`src/rtl/i2c_srx_pkg.sv`:
```
package i2c_srx_pkg;
  localparam int unsigned BYTE_W = 8;
  localparam int unsigned ADDR_W = BYTE_W - 1;

  typedef enum logic [2:0] {
    ST_IDLE     = 3'd0,
    ST_START    = 3'd1,
    ST_ADDR_ACK = 3'd2,
    ST_DATA     = 3'd3,
    ST_DATA_ACK = 3'd4
  } srx_state_e;

  typedef struct packed {
    logic              nack;
    logic              stop;
    logic              start;
    logic              ovf;
    logic [BYTE_W-1:0] data;
  } srx_entry_t;

  localparam int unsigned ENTRY_W = $bits(srx_entry_t);
endpackage

```
`src/rtl/i2c_srx_sync.sv`:
```
module i2c_srx_sync #(
  parameter int unsigned W      = 2,
  parameter int unsigned STAGES = 2
) (
  input  logic         clk_i,
  input  logic         rst_ni,
  input  logic [W-1:0] d_i,
  output logic [W-1:0] q_o
);
  logic [STAGES-1:0][W-1:0] stg_q;

  always_ff @(posedge clk_i or negedge rst_ni) begin
    if (!rst_ni) begin
      stg_q <= '1;  // idle bus is high
    end else begin
      stg_q[0] <= d_i;
      for (int s = 1; s < int'(STAGES); s++) stg_q[s] <= stg_q[s-1];
    end
  end

  assign q_o = stg_q[STAGES-1];
endmodule

```
`src/rtl/i2c_srx_cond.sv`:
```
module i2c_srx_cond (
  input  logic clk_i,
  input  logic rst_ni,
  input  logic scl_s_i,
  input  logic sda_s_i,
  output logic scl_rise_o,
  output logic scl_fall_o,
  output logic start_o,
  output logic stop_o
);
  logic scl_q, sda_q;

  always_ff @(posedge clk_i or negedge rst_ni) begin
    if (!rst_ni) begin
      scl_q <= 1'b1;
      sda_q <= 1'b1;
    end else begin
      scl_q <= scl_s_i;
      sda_q <= sda_s_i;
    end
  end

  assign scl_rise_o = scl_s_i & ~scl_q;
  assign scl_fall_o = ~scl_s_i & scl_q;
  assign start_o    = scl_s_i & scl_q & sda_q & ~sda_s_i;
  assign stop_o     = scl_s_i & scl_q & ~sda_q & sda_s_i;
endmodule

```
`src/rtl/i2c_srx_match.sv`:
```
module i2c_srx_match #(
  parameter int unsigned AW = 7
) (
  input  logic [AW-1:0] addr_i,
  input  logic          own_en_i,
  input  logic [AW-1:0] own_addr_i,
  input  logic          alt_en_i,
  input  logic [AW-1:0] alt_addr_i,
  input  logic [AW-1:0] alt_mask_i,
  output logic          hit_o
);
  logic own_hit, alt_hit;

  assign own_hit = own_en_i && (addr_i == own_addr_i);
  // mask bit set = position ignored
  assign alt_hit = alt_en_i && (((addr_i ^ alt_addr_i) & ~alt_mask_i) == '0);
  assign hit_o   = own_hit | alt_hit;
endmodule

```
`src/rtl/i2c_srx_fifo.sv`:
```
module i2c_srx_fifo #(
  parameter int unsigned DEPTH = 4,
  parameter int unsigned W     = 12
) (
  input  logic         clk_i,
  input  logic         rst_ni,
  input  logic         clr_i,
  input  logic         wr_en_i,
  input  logic [W-1:0] wr_data_i,
  input  logic         rd_en_i,
  output logic [W-1:0] rd_data_o,
  output logic         empty_o,
  output logic         full_o
);
  localparam int unsigned AW = (DEPTH > 1) ? $clog2(DEPTH) : 1;
  localparam int unsigned CW = $clog2(DEPTH + 1);
  localparam logic [AW-1:0] LAST = AW'(DEPTH - 1);

  logic [W-1:0]  mem_q [DEPTH];
  logic [AW-1:0] wr_ptr_q, rd_ptr_q;
  logic [CW-1:0] cnt_q;
  logic          do_wr, do_rd;

  assign empty_o   = (cnt_q == '0);
  assign full_o    = (cnt_q == CW'(DEPTH));
  assign do_wr     = wr_en_i & ~full_o & ~clr_i;
  assign do_rd     = rd_en_i & ~empty_o & ~clr_i;
  assign rd_data_o = mem_q[rd_ptr_q];

  always_ff @(posedge clk_i) begin
    if (do_wr) mem_q[wr_ptr_q] <= wr_data_i;
  end

  always_ff @(posedge clk_i or negedge rst_ni) begin
    if (!rst_ni) begin
      wr_ptr_q <= '0;
      rd_ptr_q <= '0;
      cnt_q    <= '0;
    end else if (clr_i) begin
      wr_ptr_q <= '0;
      rd_ptr_q <= '0;
      cnt_q    <= '0;
    end else begin
      if (do_wr) wr_ptr_q <= (wr_ptr_q == LAST) ? '0 : wr_ptr_q + AW'(1);
      if (do_rd) rd_ptr_q <= (rd_ptr_q == LAST) ? '0 : rd_ptr_q + AW'(1);
      case ({do_wr, do_rd})
        2'b10:   cnt_q <= cnt_q + CW'(1);
        2'b01:   cnt_q <= cnt_q - CW'(1);
        default: cnt_q <= cnt_q;
      endcase
    end
  end

  assert_no_push_full_R8: assert property (@(posedge clk_i) disable iff (!rst_ni)
    wr_en_i |-> !full_o);
  assert_clr_empties_R11: assert property (@(posedge clk_i) disable iff (!rst_ni)
    clr_i |=> empty_o);
  assert_full_not_empty_R9: assert property (@(posedge clk_i) disable iff (!rst_ni)
    !(full_o && empty_o));
endmodule

```
`src/rtl/i2c_srx.sv`:
```
module i2c_srx
  import i2c_srx_pkg::*;
#(
  parameter int unsigned FIFO_DEPTH  = 4,
  parameter int unsigned SYNC_STAGES = 2
) (
  input  logic              clk_i,
  input  logic              rst_ni,
  input  logic              scl_i,
  input  logic              sda_i,
  output logic              sda_oe_o,
  input  logic              enable_i,
  input  logic              own_en_i,
  input  logic [ADDR_W-1:0] own_addr_i,
  input  logic              alt_en_i,
  input  logic [ADDR_W-1:0] alt_addr_i,
  input  logic [ADDR_W-1:0] alt_mask_i,
  input  logic              promisc_i,
  input  logic              fifo_clr_i,
  input  logic              rd_en_i,
  output logic [ENTRY_W:0]  rd_data_o,
  output logic              rx_not_empty_o,
  output logic              rx_full_o,
  output logic              busy_write_o,
  output logic              busy_read_o,
  output logic [2:0]        state_o
);
  localparam int unsigned CNT_W = $clog2(BYTE_W + 1);
  localparam logic [CNT_W-1:0] LAST_BIT = CNT_W'(BYTE_W);

  logic scl_s, sda_s, scl_rise, scl_fall, start_det, stop_det, addr_hit;
  srx_state_e        state_q;
  logic [CNT_W-1:0]  bit_cnt_q;
  logic [BYTE_W-1:0] shreg_q;
  logic ack_q, keep_q, first_q, sel_q, rd_q, ovf_pend_q, bsy_w_q, bsy_r_q;
  logic push_req, fifo_wr, fifo_full, fifo_empty;
  srx_entry_t push_ent, head_ent;
  logic in_ack;

  i2c_srx_sync #(.W(2), .STAGES(SYNC_STAGES)) u_sync (
    .clk_i (clk_i), .rst_ni(rst_ni),
    .d_i   ({scl_i, sda_i}),
    .q_o   ({scl_s, sda_s})
  );

  i2c_srx_cond u_cond (
    .clk_i     (clk_i), .rst_ni(rst_ni),
    .scl_s_i   (scl_s), .sda_s_i(sda_s),
    .scl_rise_o(scl_rise), .scl_fall_o(scl_fall),
    .start_o   (start_det), .stop_o(stop_det)
  );

  i2c_srx_match #(.AW(ADDR_W)) u_match (
    .addr_i    (shreg_q[BYTE_W-1:1]),
    .own_en_i  (own_en_i), .own_addr_i(own_addr_i),
    .alt_en_i  (alt_en_i), .alt_addr_i(alt_addr_i), .alt_mask_i(alt_mask_i),
    .hit_o     (addr_hit)
  );

  assign in_ack = (state_q == ST_ADDR_ACK) || (state_q == ST_DATA_ACK);

  always_comb begin
    push_req = 1'b0;
    push_ent = '0;
    if (enable_i) begin
      if (stop_det) begin
        push_req      = sel_q;
        push_ent.stop = 1'b1;
      end else if (!start_det && scl_rise && in_ack && keep_q) begin
        push_req       = 1'b1;
        push_ent.data  = shreg_q;
        push_ent.nack  = sda_s;  // level seen in the ninth clock
        push_ent.start = first_q;
      end
    end
    push_ent.ovf = ovf_pend_q & promisc_i;
  end

  assign fifo_wr = push_req & ~fifo_full & ~fifo_clr_i;

  i2c_srx_fifo #(.DEPTH(FIFO_DEPTH), .W(ENTRY_W)) u_fifo (
    .clk_i    (clk_i), .rst_ni(rst_ni),
    .clr_i    (fifo_clr_i),
    .wr_en_i  (fifo_wr), .wr_data_i(push_ent),
    .rd_en_i  (rd_en_i), .rd_data_o(head_ent),
    .empty_o  (fifo_empty), .full_o(fifo_full)
  );

  always_ff @(posedge clk_i or negedge rst_ni) begin
    if (!rst_ni) begin
      ovf_pend_q <= 1'b0;
    end else if (fifo_clr_i || !promisc_i) begin
      ovf_pend_q <= 1'b0;
    end else if (push_req && fifo_full) begin
      ovf_pend_q <= 1'b1;
    end else if (fifo_wr) begin
      ovf_pend_q <= 1'b0;
    end
  end

  always_ff @(posedge clk_i or negedge rst_ni) begin
    if (!rst_ni) begin
      state_q   <= ST_IDLE;
      bit_cnt_q <= '0;
      shreg_q   <= '0;
      ack_q     <= 1'b0;
      keep_q    <= 1'b0;
      first_q   <= 1'b0;
      sel_q     <= 1'b0;
      rd_q      <= 1'b0;
      bsy_w_q   <= 1'b0;
      bsy_r_q   <= 1'b0;
    end else if (!enable_i) begin
      state_q   <= ST_IDLE;
      bit_cnt_q <= '0;
      ack_q     <= 1'b0;
      keep_q    <= 1'b0;
      first_q   <= 1'b0;
      sel_q     <= 1'b0;
      rd_q      <= 1'b0;
      bsy_w_q   <= 1'b0;
      bsy_r_q   <= 1'b0;
    end else if (stop_det) begin
      state_q <= ST_IDLE;
      ack_q   <= 1'b0;
      keep_q  <= 1'b0;
      sel_q   <= 1'b0;
      bsy_w_q <= 1'b0;
      bsy_r_q <= 1'b0;
    end else if (start_det) begin
      state_q   <= ST_START;
      bit_cnt_q <= '0;
      ack_q     <= 1'b0;
      keep_q    <= 1'b0;
      first_q   <= 1'b1;
      sel_q     <= promisc_i;
      bsy_w_q   <= 1'b0;
      bsy_r_q   <= 1'b0;
    end else begin
      case (state_q)
        ST_START, ST_DATA: begin
          if (scl_rise && bit_cnt_q < LAST_BIT) begin
            shreg_q   <= {shreg_q[BYTE_W-2:0], sda_s};
            bit_cnt_q <= bit_cnt_q + CNT_W'(1);
          end else if (scl_fall && bit_cnt_q == LAST_BIT) begin
            if (state_q == ST_START) begin
              rd_q <= shreg_q[0];
              if (promisc_i || (addr_hit && !fifo_full)) begin
                sel_q   <= 1'b1;
                keep_q  <= 1'b1;
                ack_q   <= ~promisc_i;
                bsy_r_q <= shreg_q[0];
                bsy_w_q <= ~shreg_q[0];
                state_q <= ST_ADDR_ACK;
              end else begin
                sel_q   <= 1'b0;
                state_q <= ST_IDLE;
              end
            end else begin
              // full queue outside capture: refuse and drop the byte
              keep_q  <= promisc_i | ~fifo_full;
              ack_q   <= ~promisc_i & ~fifo_full;
              state_q <= ST_DATA_ACK;
            end
          end
        end
        ST_ADDR_ACK, ST_DATA_ACK: begin
          if (scl_rise) keep_q <= 1'b0;
          if (scl_fall) begin
            ack_q     <= 1'b0;
            bit_cnt_q <= '0;
            first_q   <= 1'b0;
            state_q   <= (promisc_i || !rd_q) ? ST_DATA : ST_IDLE;
          end
        end
        default: ;
      endcase
    end
  end

  assign sda_oe_o       = ack_q;
  assign state_o        = state_q;
  assign busy_write_o   = bsy_w_q;
  assign busy_read_o    = bsy_r_q;
  assign rx_not_empty_o = ~fifo_empty;
  assign rx_full_o      = fifo_full;
  assign rd_data_o      = fifo_empty ? {4'b0000, 1'b1, {BYTE_W{1'b0}}}
                                     : {head_ent.nack, head_ent.stop, head_ent.start,
                                        head_ent.ovf, 1'b0, head_ent.data};

  assert_ack_in_slot_R2: assert property (@(posedge clk_i) disable iff (!rst_ni)
    sda_oe_o |-> (state_o == 3'd2 || state_o == 3'd4));
  assert_ack_gate_R8: assert property (@(posedge clk_i) disable iff (!rst_ni)
    $rose(sda_oe_o) |-> (!$past(fifo_full) && !$past(promisc_i)));
  assert_busy_excl_R10: assert property (@(posedge clk_i) disable iff (!rst_ni)
    $onehot0({busy_write_o, busy_read_o}));
  assert_stop_idle_R1: assert property (@(posedge clk_i) disable iff (!rst_ni)
    stop_det |=> (state_o == 3'd0));
  assert_disabled_quiet_R12: assert property (@(posedge clk_i) disable iff (!rst_ni)
    !enable_i |=> (!sda_oe_o && state_o == 3'd0));
endmodule

```
`config.mk`:
```
export PLATFORM = sky130hd
export DESIGN_NAME = i2c_srx
export DESIGN_NICKNAME = d
export VERILOG_FILES = /design/src/rtl/i2c_srx_pkg.sv /design/src/rtl/i2c_srx_sync.sv /design/src/rtl/i2c_srx_cond.sv /design/src/rtl/i2c_srx_match.sv /design/src/rtl/i2c_srx_fifo.sv /design/src/rtl/i2c_srx.sv
export SDC_FILE = /design/constraint.sdc
export NUM_CORES = 1
export LEC_CHECK = 0
export BUFFER_PORTS_ARGS = -buffer_cell sky130_fd_sc_hd__buf_2
export CAP_MARGIN = 20
export CORE_MARGIN = 4
export CORE_UTILIZATION = 50
export CTS_CLUSTER_DIAMETER = 30
export CTS_CLUSTER_SIZE = 28
export DETAILED_ROUTE_END_ITERATION = 10
export PLACE_DENSITY = 0.7
export SLEW_MARGIN = 10
export SYNTH_ARGS = -nofsm -noshare
export SYNTH_HDL_FRONTEND = slang
export SYNTH_HIERARCHICAL = 1
export SYNTH_SLANG_ARGS = --single-unit
```
`constraint.sdc`:
```
create_clock -name clk_i -period 5.16 [get_ports clk_i]
set_clock_uncertainty 0.1 [all_clocks]
set_input_delay 0.774 -clock clk_i [delete_from_list [all_inputs] [get_ports clk_i]]
set_output_delay 0.774 -clock clk_i [all_outputs]
set_load 0.03 [all_outputs]
```
==> metrics.txt, run 1 <==
status complete, no violations; dominant synthesized flop cell edfxtp_1; kind of critical path flop to flop; post-place setup slack approximately 1300 ps; Fin. Hold Viols 0; Port Buffers 51; Synth top cells by count edfxtp_1, dfrtp_1, and2_1; most frequent cell after synthesis edfxtp_1; #FFs+latches synth 84; worst-case clock buffer depth 2; Inserted Diodes 0; TritonCTS buffer count 9; Final Max Slew Viols 0; num ports 52; post-placement cell area around 0.0045 mm2; vias in the first global route 2515; CTS sink cnt 84; Reg2Reg Depth 12; Tmin final 3840 ps; drt via density about 5.5; Least-Margin Pin Slew slightly above 900 ps; Worst-Skew Late Latency 340 ps; biggest fanout along the worst timing path 12; H-tree depth 3; Async SR Flop Fraction approximately 43%; DR DRC count 0; routability cong. 0.872; CP peak stage delay ~600 ps; CP delay by family, top simple AND/OR/NAND/NOR gates; max-cap violations 0; Die ar. between 0.009 and 0.01 mm2; Worst path depth 12; Routed WL per cell roughly 16 um; Peak VDD IR ~0.21 mV; Congestion Overflow GR 0; DP HPWL roughly 5.5 mm; main area contributors after synthesis edfxtp_1, dfrtp_1, dfstp_2; CP Launch Type flop; reg2reg setup slack approximately 1300 ps; Initial Util between 50% and 60%; Initial DRC Count slightly above 80; Avg Inst Size Synth between 10 and 15 um2; Setup Fix Bufs, Post-CTS 0; crit path capture u_fifo/cnt_q[1]$_DFFE_PN0P_; clock slew at the register clock pins of the worst setup and hold paths approximately 90 ps; CP required roughly 5300 ps; EDFF count, synth 48; first-pass GRT wire length 12.9 mm; fin nets 390; total number of vias around 2500; core footprint a little over 0.008 mm2; power per cell area ~260 mW/mm2; Final WS setup roughly 1300 ps; hold path startpoint u_sync/stg_q[0]$_DFF_PN1_; DRT antenna net count 0; worst rel slew slack a little under two fifths; r2r endpoint u_fifo/cnt_q[1]$_DFFE_PN0P_; setup TNS 0 ps; Synth area leader edfxtp_1; initial antenna violation count 0; Cells after Synth between 300 and 400; post-route cell area around 0.0046 mm2; crit-path cells and4b_1, or3b_1, nor4b_4, a21oi_2, nor3_1, buf_4, a211oi_1, fa_1, inv_1, a311oi_1, a21oi_1, a211oi_1; CP max stage cell or3b_1; final WL about 7.6 mm; total number of yosys warnings 6; share of the synthesized area in the top cell type between 30% and 40%; CP Buf/Inv Count 2; Hold Worst Slack around 260 ps; r2r startpoint u_sync/q_o[0]$_DFF_PN1_; Leak 0.00195 uW; largest net degree at the start of global routing 37; Layout area overhead 10.6%; CP Capture Type flop; final setup violation count 0; cts hold-fix bufs 0; Hold Path Class flop to flop; core occupancy in the finished layout 56.8%; Fmax ~260 MHz; clk root buf clkbuf_8; layout cells sized above 1 around 26%; row cnt 33; syn nets between 300 and 400; Worst path most repeated cell a211oi_1; DR pass1 iterations 4; final worst-path cycle share around 74%; Setup crit start u_sync/q_o[0]$_DFF_PN1_; die height roughly 100 um; GRT Overall Usage between 15 and 20%; Resize count post-CTS 0; chip width roughly 100 um; Seq/Total Area, Yosys 56.0%; Synth Cell Area approximately 0.0042 mm2; CTS tree yes; Distinct cells, synth 66; unrepaired setup endpoints after global routing false; CP arrival ~4000 ps
[cell usage in the layout (no fill, tap or decap), types with 9 or more instances in the layout]
cell,netlist,layout
buf_2,5,51
edfxtp_1,48,48
dfrtp_1,30,30
and2_1,17,17
nor2b_1,16,16
nor2_1,16,16
nand2_1,12,12
mux2_1,11,11
clkbuf_8,0,9
[worst reg2reg max path, delay by kind of cell (launching register included)]
kind            cells  cell delay [ps]
fa+ha+maj           1              540
compound gates      5              720
simple gates        4             1560
buf+inv             2              260
flops               1              570
[registers in the layout, summed over array words and instances, names as in the netlist, 2 cells and up]
| name | count |
|---|---|
| u_fifo/cnt_q | 3 |
| state_o | 3 |
| shreg_q | 8 |
| u_sync/stg_q | 2 |
| bit_cnt_q | 4 |
| u_fifo/mem_q | 48 |
| u_sync/q_o | 2 |
| u_fifo/wr_ptr_q | 2 |
| u_fifo/rd_ptr_q | 2 |
[cell families (layout without fill, tap and decap cells)]
group | after synthesis | after routing | share of synthesized area, %
AOI/OAI and AO/OA | 45 | 45 | 8.17
DFF | 84 | 84 | 56.0
adders and majority gates | 8 | 8 | 2.56
buffers and inverters | 26 | 76 | 3.82
and+or+nand+nor | 96 | 96 | 14.2
xor gates and xnor gates | 17 | 17 | 3.73
muxes | 30 | 30 | 11.5
[how the worst min path moves through the flow]
stage                     slack, ps  cells past startpoint                       to
after CTS                       260                      0  u_sync/q_o[0]$_DFF_PN1_
after global placement          250                      0  u_sync/q_o[0]$_DFF_PN1_
after floorplan                 250                      0  u_sync/q_o[0]$_DFF_PN1_
after global routing            260                      0  u_sync/q_o[0]$_DFF_PN1_
final                           260                      0  u_sync/q_o[0]$_DFF_PN1_
after detailed placement        250                      0  u_sync/q_o[1]$_DFF_PN1_
[final cells by class]
| cell class | count | area [um2] |
|---|---|---|
| inverter | 8 | 30.0 |
| clock inverter | 7 | 57.6 |
| tap | 105 | 131 |
| timing repair buffer | 52 | 263 |
| clock buffer | 9 | 124 |
| fill | 684 | 3530 |
| multi-input combinational | 196 | 1690 |
| sequential | 84 | 2350 |
[power by group]
| part | total, uW | internal [uW] | leakage [uW] | switching (uW) |
|---|---|---|---|---|
| combinational | 54.0 | 22.4 | 0.000898 | 31.6 |
| sequential | 718 | 711 | 0.000962 | 7.15 |
| clock | 423 | 182 | 0.0000898 | 242 |
| total | 1200 | 915 | 0.00195 | 280 |
[metal layers]
| layer | GRT usage (%) | vias up | wire length (um) |
|---|---|---|---|
| met1 | 22.3 | 1256 | 3470 |
| met2 | 27.2 | 51 | 3750 |
| met4 | 4.41 | 0 | 83 |
| met5 | 0 | - | 0 |
| met3 | 3.16 | 9 | 301 |
| li1 | - | 1227 | - |
[metrics by stage]
step | cells | total power (uW)
2_1_floorplan | 306 | 761
3_3_place_gp | 445 | 785
3_5_place_dp | 445 | 787
4_1_cts | 461 | 1210
5_1_grt | 461 | 1250
6_report | 461 | 1200
Note: power is estimated with default switching activity, not from simulation.
==> run 2: changes to the inputs <==
Settings changed: ABC_AREA set to 1, PLACE_DENSITY 0.7 to 0.73.
Clock period 5.16 ns to 3.5 ns, I/O delays scaled along.
==> metrics.txt, run 2 <==
status complete, no violations; clock slew at the register clock pins of the worst setup and hold paths ~90 ps; final setup violation count 0; Port Buffers 51; max-cap violations 0; setup TNS 0 ps; DR DRC count 0; Peak VDD IR between 0.2 and 0.3 mV; DP HPWL roughly 6.6 mm; dominant synthesized flop cell edfxtp_1; most frequent cells in the layout nand2_1, nor2_1, inv_1; Synth top cells by count nand2_1, nor2_1, inv_1; final worst-path cycle share 84.3%; unrepaired setup endpoints after global routing false; largest net degree at the start of global routing 37; Distinct cells, synth 35; crit-path cells inv_1, nand2_1, nor2_1, inv_1, nand2_2, nor2_4, nand4_1, nand2_1, nand2_1, nor2_1, nand2_2, nand2_1, inv_1, fa_1, xnor2_1, o21bai_1, nand2_1, nand2_1, nand2_1; Worst-Skew Late Latency around 350 ps; num ports 52; Hold Path Class input port to asynchronous set/reset pin; CTS sink cnt 84; CP arrival around 3100 ps; CP max stage cell dfstp_2; Setup Fix Bufs, Post-CTS 0; Final Max Slew Viols 0; CP Buf/Inv Count 3; main area contributors after synthesis edfxtp_1, dfrtp_1, nand2_1; post-placement cell area ~0.0048 mm2; CP Capture Type flop; routability cong. approximately 0.9; post-route cell area 0.00496 mm2; Placed Cells ~680; top flop regs u_fifo/mem_q (48), shreg_q (8), bit_cnt_q (4); H-tree depth 3; Async SR Flop Fraction a little over two fifths; GRT Overall Usage roughly 18%; layout cells sized above 1 between 20% and 30%; worst-case clock buffer depth 2; r2r startpoint u_cond/sda_q$_DFF_PN1_; Leak about 0.0023 uW; initial antenna violation count 0; Setup crit start u_cond/sda_q$_DFF_PN1_; first-pass GRT wire length 14.8 mm; Hold Worst Slack approximately 140 ps; core footprint ~0.0084 mm2; worst rel slew slack between 40% and 50%; Routed WL per cell roughly 13 um; fillcell total approximately 750; #FFs+latches synth between 80 and 90; Inserted Diodes 0; Synth Cell Area ~0.0044 mm2; Fin. Hold Viols 0; Die ar. 0.0104 mm2; Initial DRC Count between 150 and 200; Tmin final between 2000 and 3000 ps; Least-Margin Pin Slew 785 ps; power per cell area ~580 mW/mm2; row cnt 33; CP Launch Type flop; share of the synthesized area in the top cell type approximately a third; Initial Util between 50% and 60%; Largest register FFs 48; DRT antenna net count 0; total number of yosys warnings 6; vias in the first global route 3167; CP peak stage delay about 530 ps; biggest fanout along the worst timing path 8; fin nets about 620; Avg Inst Size Synth between 8 and 9 um2; syn nets between 500 and 600; chip width 102 um; Cells after Synth between 500 and 600; CP required 3660 ps; Seq/Total Area, Yosys 53.4%; Resize count post-CTS 0; Layout area overhead 12.9%; Worst path most repeated cell nand2_1; cts hold-fix bufs 0; CTS tree yes; DR pass1 iterations 5; drt via density ~5; CP delay by family, top simple AND/OR/NAND/NOR gates; clk root buf clkbuf_8; EDFF count, synth between 40 and 50; Synth area leader edfxtp_1; kind of critical path flop to flop; Congestion Overflow GR 0; total number of vias around 3500; final WL between 8 and 9 mm; die height just over 100 um; commonest non-fill, non-tap cell in the layout nand2_1; most frequent cell after synthesis nand2_1; fin cells between 600 and 700; Top reg by flops u_fifo/mem_q; Fmax between 300 and 400 MHz; TritonCTS buffer count 9
run 2: changes by cell type after synthesis, sizes merged, moves of 9 or more:
cell	change
o22ai	+9
inv	+79
o21ai	+40
nand3	+25
mux2	-11
and2	-17
nand2	+125
mux4	-12
nor2	+72
nor2b	-16
run 2: worst reg2reg max path, cell delays in order (launching register included):
cell	delay [ps]
dfstp_2	530
inv_1	40
nand2_1	40
nor2_1	70
inv_1	140
nand2_2	100
nor2_4	170
nand4_1	150
nand2_1	110
nand2_1	70
nor2_1	150
nand2_2	110
nand2_1	70
inv_1	50
fa_1	420
xnor2_1	210
o21bai_1	150
nand2_1	70
nand2_1	70
nand2_1	40
run 2: final timing paths:
path / end / slack, ps / depth (start not counted)
worst max-delay path: u_fifo/cnt_q[2]$_DFFE_PN0P_ / 550 / 19
worst min-delay path: sda_oe_o$_DFFE_PN0P_ / 140 / 1
worst max register to register: u_fifo/cnt_q[2]$_DFFE_PN0P_ / 550 / 19
worst min register to register: u_sync/q_o[1]$_DFF_PN1_ / 260 / 0
max in group asynchronous: shreg_q[0]$_DFFE_PN0P_ / 2660 / 1
min in group clk_i: u_sync/stg_q[1]$_DFF_PN1_ / 160 / 1
run 2: area by class of cell:
class,count,area [um2],share of cell area (%)
repair buffers,59,315,6.35
clock inverters,7,65.1,1.31
well taps,105,131,2.65
inverters,90,343,6.91
flip-flops and latches,84,2350,47.3
clock buffers,9,124,2.50
multi-input cells,340,1640,32.9
run 2: stage by stage:
stage	setup WS (ps)	util [%]	power [uW]
floorplan	690	-	1970
global placement	672	57.0	2230
detailed placement	569	57.0	2240
CTS	561	59.2	2890
global route	177	59.2	3070
finish	551	59.2	2870
run 2: metal layers:
| layer | global-route usage, % | vias to the layer above | wire length [um] |
|---|---|---|---|
| met5 | 0 | - | 0 |
| met3 | 3.03 | 8 | 485 |
| li1 | - | 1788 | - |
| met1 | 24.5 | 1571 | 3920 |
| met4 | 5.11 | 0 | 67 |
| met2 | 30.3 | 95 | 4260 |
run 2: kinds of logic (layout without fill, tap and decap cells):
kind of cell	Yosys count	count (layout)	synth area share (%)
buffers and inverters	102	165	9.39
AO/OA/AOI/OAI	66	66	8.28
adder cells (fa/ha/maj)	8	8	2.45
AND/OR/NAND/NOR	264	264	26.1
flip-flops	84	84	53.4
XOR/XNOR	2	2	0.398
run 2: power breakdown:
| group | switching [uW] | total [uW] | internal (uW) |
|---|---|---|---|
| combinational | 727 | 1020 | 291 |
| sequential | 89.5 | 1200 | 1110 |
| clock | 380 | 655 | 275 |
==> run 3: changes to the inputs <==
Settings changed: ABC_AREA 1 to 0, PLACE_DENSITY 0.73 to 0.7.
Clock period 3.5 ns to 3.04 ns, I/O delays scaled along.
==> metrics.txt, run 3 (same netlist as run 1, synthesis figures left out) <==
status complete, but fails checks; failing checks setup timing; unrepaired setup endpoints after global routing true; top flop regs u_fifo/mem_q (48), shreg_q (8), bit_cnt_q (4); Leak 0.00208 uW; GRT busiest layer met2; largest net degree at the start of global routing 37; Final WS setup -28.8 ps; Top reg by flops u_fifo/mem_q; power per cell area 465 mW/mm2; Tmin final between 3000 and 4000 ps; cts hold-fix bufs 0; Fmax ~330 MHz; max-cap violations 0; core occupancy in the finished layout 59.8%; kind of critical path flop to flop; num ports 52; H-tree depth 3; M1 GR Usage 23.2%; final WL between 8 and 9 mm; CP arrival between 3000 and 4000 ps; Port Buffers slightly above 50; vias in the first global route between 2000 and 3000; most frequent cells in the layout buf_2, edfxtp_1, dfrtp_1; biggest fanout along the worst timing path 2; CP Launch Type flop; DR pass1 iterations 4; row cnt 33; Layout area overhead 16.5%; worst rel slew slack between 40% and 50%; total power between 2000 and 2500 uW; commonest non-fill, non-tap cell in the layout buf_2; drt via density ~5.6; Hold Path Class input port to asynchronous set/reset pin; Placed Cells between 400 and 500; clk root buf clkbuf_8; TritonCTS buffer count 9; CP required 3200 ps; CP Capture Type flop; CTS tree yes; Congestion Overflow GR 0; Peak VDD IR roughly 0.26 mV; Worst-Skew Late Latency roughly 350 ps; DP HPWL 5.90 mm; Initial DRC Count 78; initial antenna violation count 0; clock slew at the register clock pins of the worst setup and hold paths 80 ps; layout cells sized above 1 around a third; core footprint about 0.0082 mm2; first-pass GRT wire length about 14 mm; Least-Margin Pin Slew 811 ps; chip width 99.6 um; DR DRC count 0; DRT antenna net count 0; fin cells 481; Final Max Slew Viols 0; worst-case clock buffer depth 2; routability cong. 0.787; GRT Overall Usage ~18%; total number of vias 2690; Initial Util 51.3%; Die ar. between 0.009 and 0.01 mm2; die height ~100 um; Largest register FFs between 40 and 50; Routed WL per cell 18.3 um; met3 Resource Use GR roughly 2.9%; Fin. Hold Viols 0; fin nets 410; Inserted Diodes 0; CTS sink cnt between 80 and 90; final worst-path cycle share 101%; final setup violation count 1; GRT met2 Usage ~30%; post-place setup slack -58.4 ps
[run 3: cell count changes in the layout (fill, tap and decap cells not counted), moves of 16 or more]
cell / before / now
nor2_1: 79 / 16
nand2_1: 122 / 12
o21ai_0: 27 / 4
nand3_1: 23 / 3
nor2b_1: 0 / 16
inv_1: 72 / 7
o21ai_1: 19 / 1
[run 3: critical path, cell delays in order, from the launching register on]
cell and delay (ps):
dfstp_2 530, and4b_1 200, or3b_4 420, nor4b_4 270, a21oi_2 80, nor3_2 230
a211oi_2 110, fa_2 550, inv_2 40, a311oi_2 180, a21oi_1 100, a211oi_1 170
[run 3: layout make-up]
cell class                 count  area (um2)
fill                         662        3290
sequential                    84        2350
multi-input combinational    200        1750
timing repair buffer          68         383
tap                          105         131
clock buffer                  10         128
clock inverter                 6         113
inverter                       8        30.0
[run 3: power by group]
| part | leakage, uW | switching (uW) | internal [uW] |
|---|---|---|---|
| combinational | 0.00100 | 58.7 | 44.8 |
| clock | 0.000121 | 404 | 549 |
| sequential | 0.000962 | 10.8 | 1210 |
[run 3: what timing repair did]
item / 4_1_cts / 5_1_grt
setup endpoints to repair: 2 / 50
resized for setup: 1 / 7
pin swaps: 4 / 5
gates cloned: 0 / 4
buffers inserted: 1 / 4
[run 3: final timing paths]
kind,startpoint,endpoint,slack (ps),depth (start not counted)
worst max-delay path,u_cond/sda_q$_DFF_PN1_,u_fifo/cnt_q[1]$_DFFE_PN0P_,-30,11
worst min-delay path,rst_ni,busy_read_o$_DFFE_PN0P_,90,1
worst max register to register,u_cond/sda_q$_DFF_PN1_,u_fifo/cnt_q[1]$_DFFE_PN0P_,-30,11
worst min register to register,u_sync/stg_q[0]$_DFF_PN1_,u_sync/q_o[0]$_DFF_PN1_,260,0
max in group asynchronous,rst_ni,shreg_q[2]$_DFFE_PN0P_,2240,1
min in group clk_i,sda_i,u_sync/stg_q[0]$_DFF_PN1_,100,1
[run 3: layer usage]
metal / vias to the layer above / part of all wire [%]
li1: 1265 / -
met1: 1345 / 44
met2: 65 / 50
met3: 15 / 4.0
met4: 0 / 1.7
met5: - / 0
[run 3: stage by stage]
step                      TNS [ps]  hold WS, ps  instance area, um2
after CTS                        0         84.7                4810
after detailed placement     -58.4          252                4560
after global routing         -2870         79.5                4890
final                        -28.8         88.1                4890
after floorplan              -2490         60.4                4220
after global placement           0          258                4560
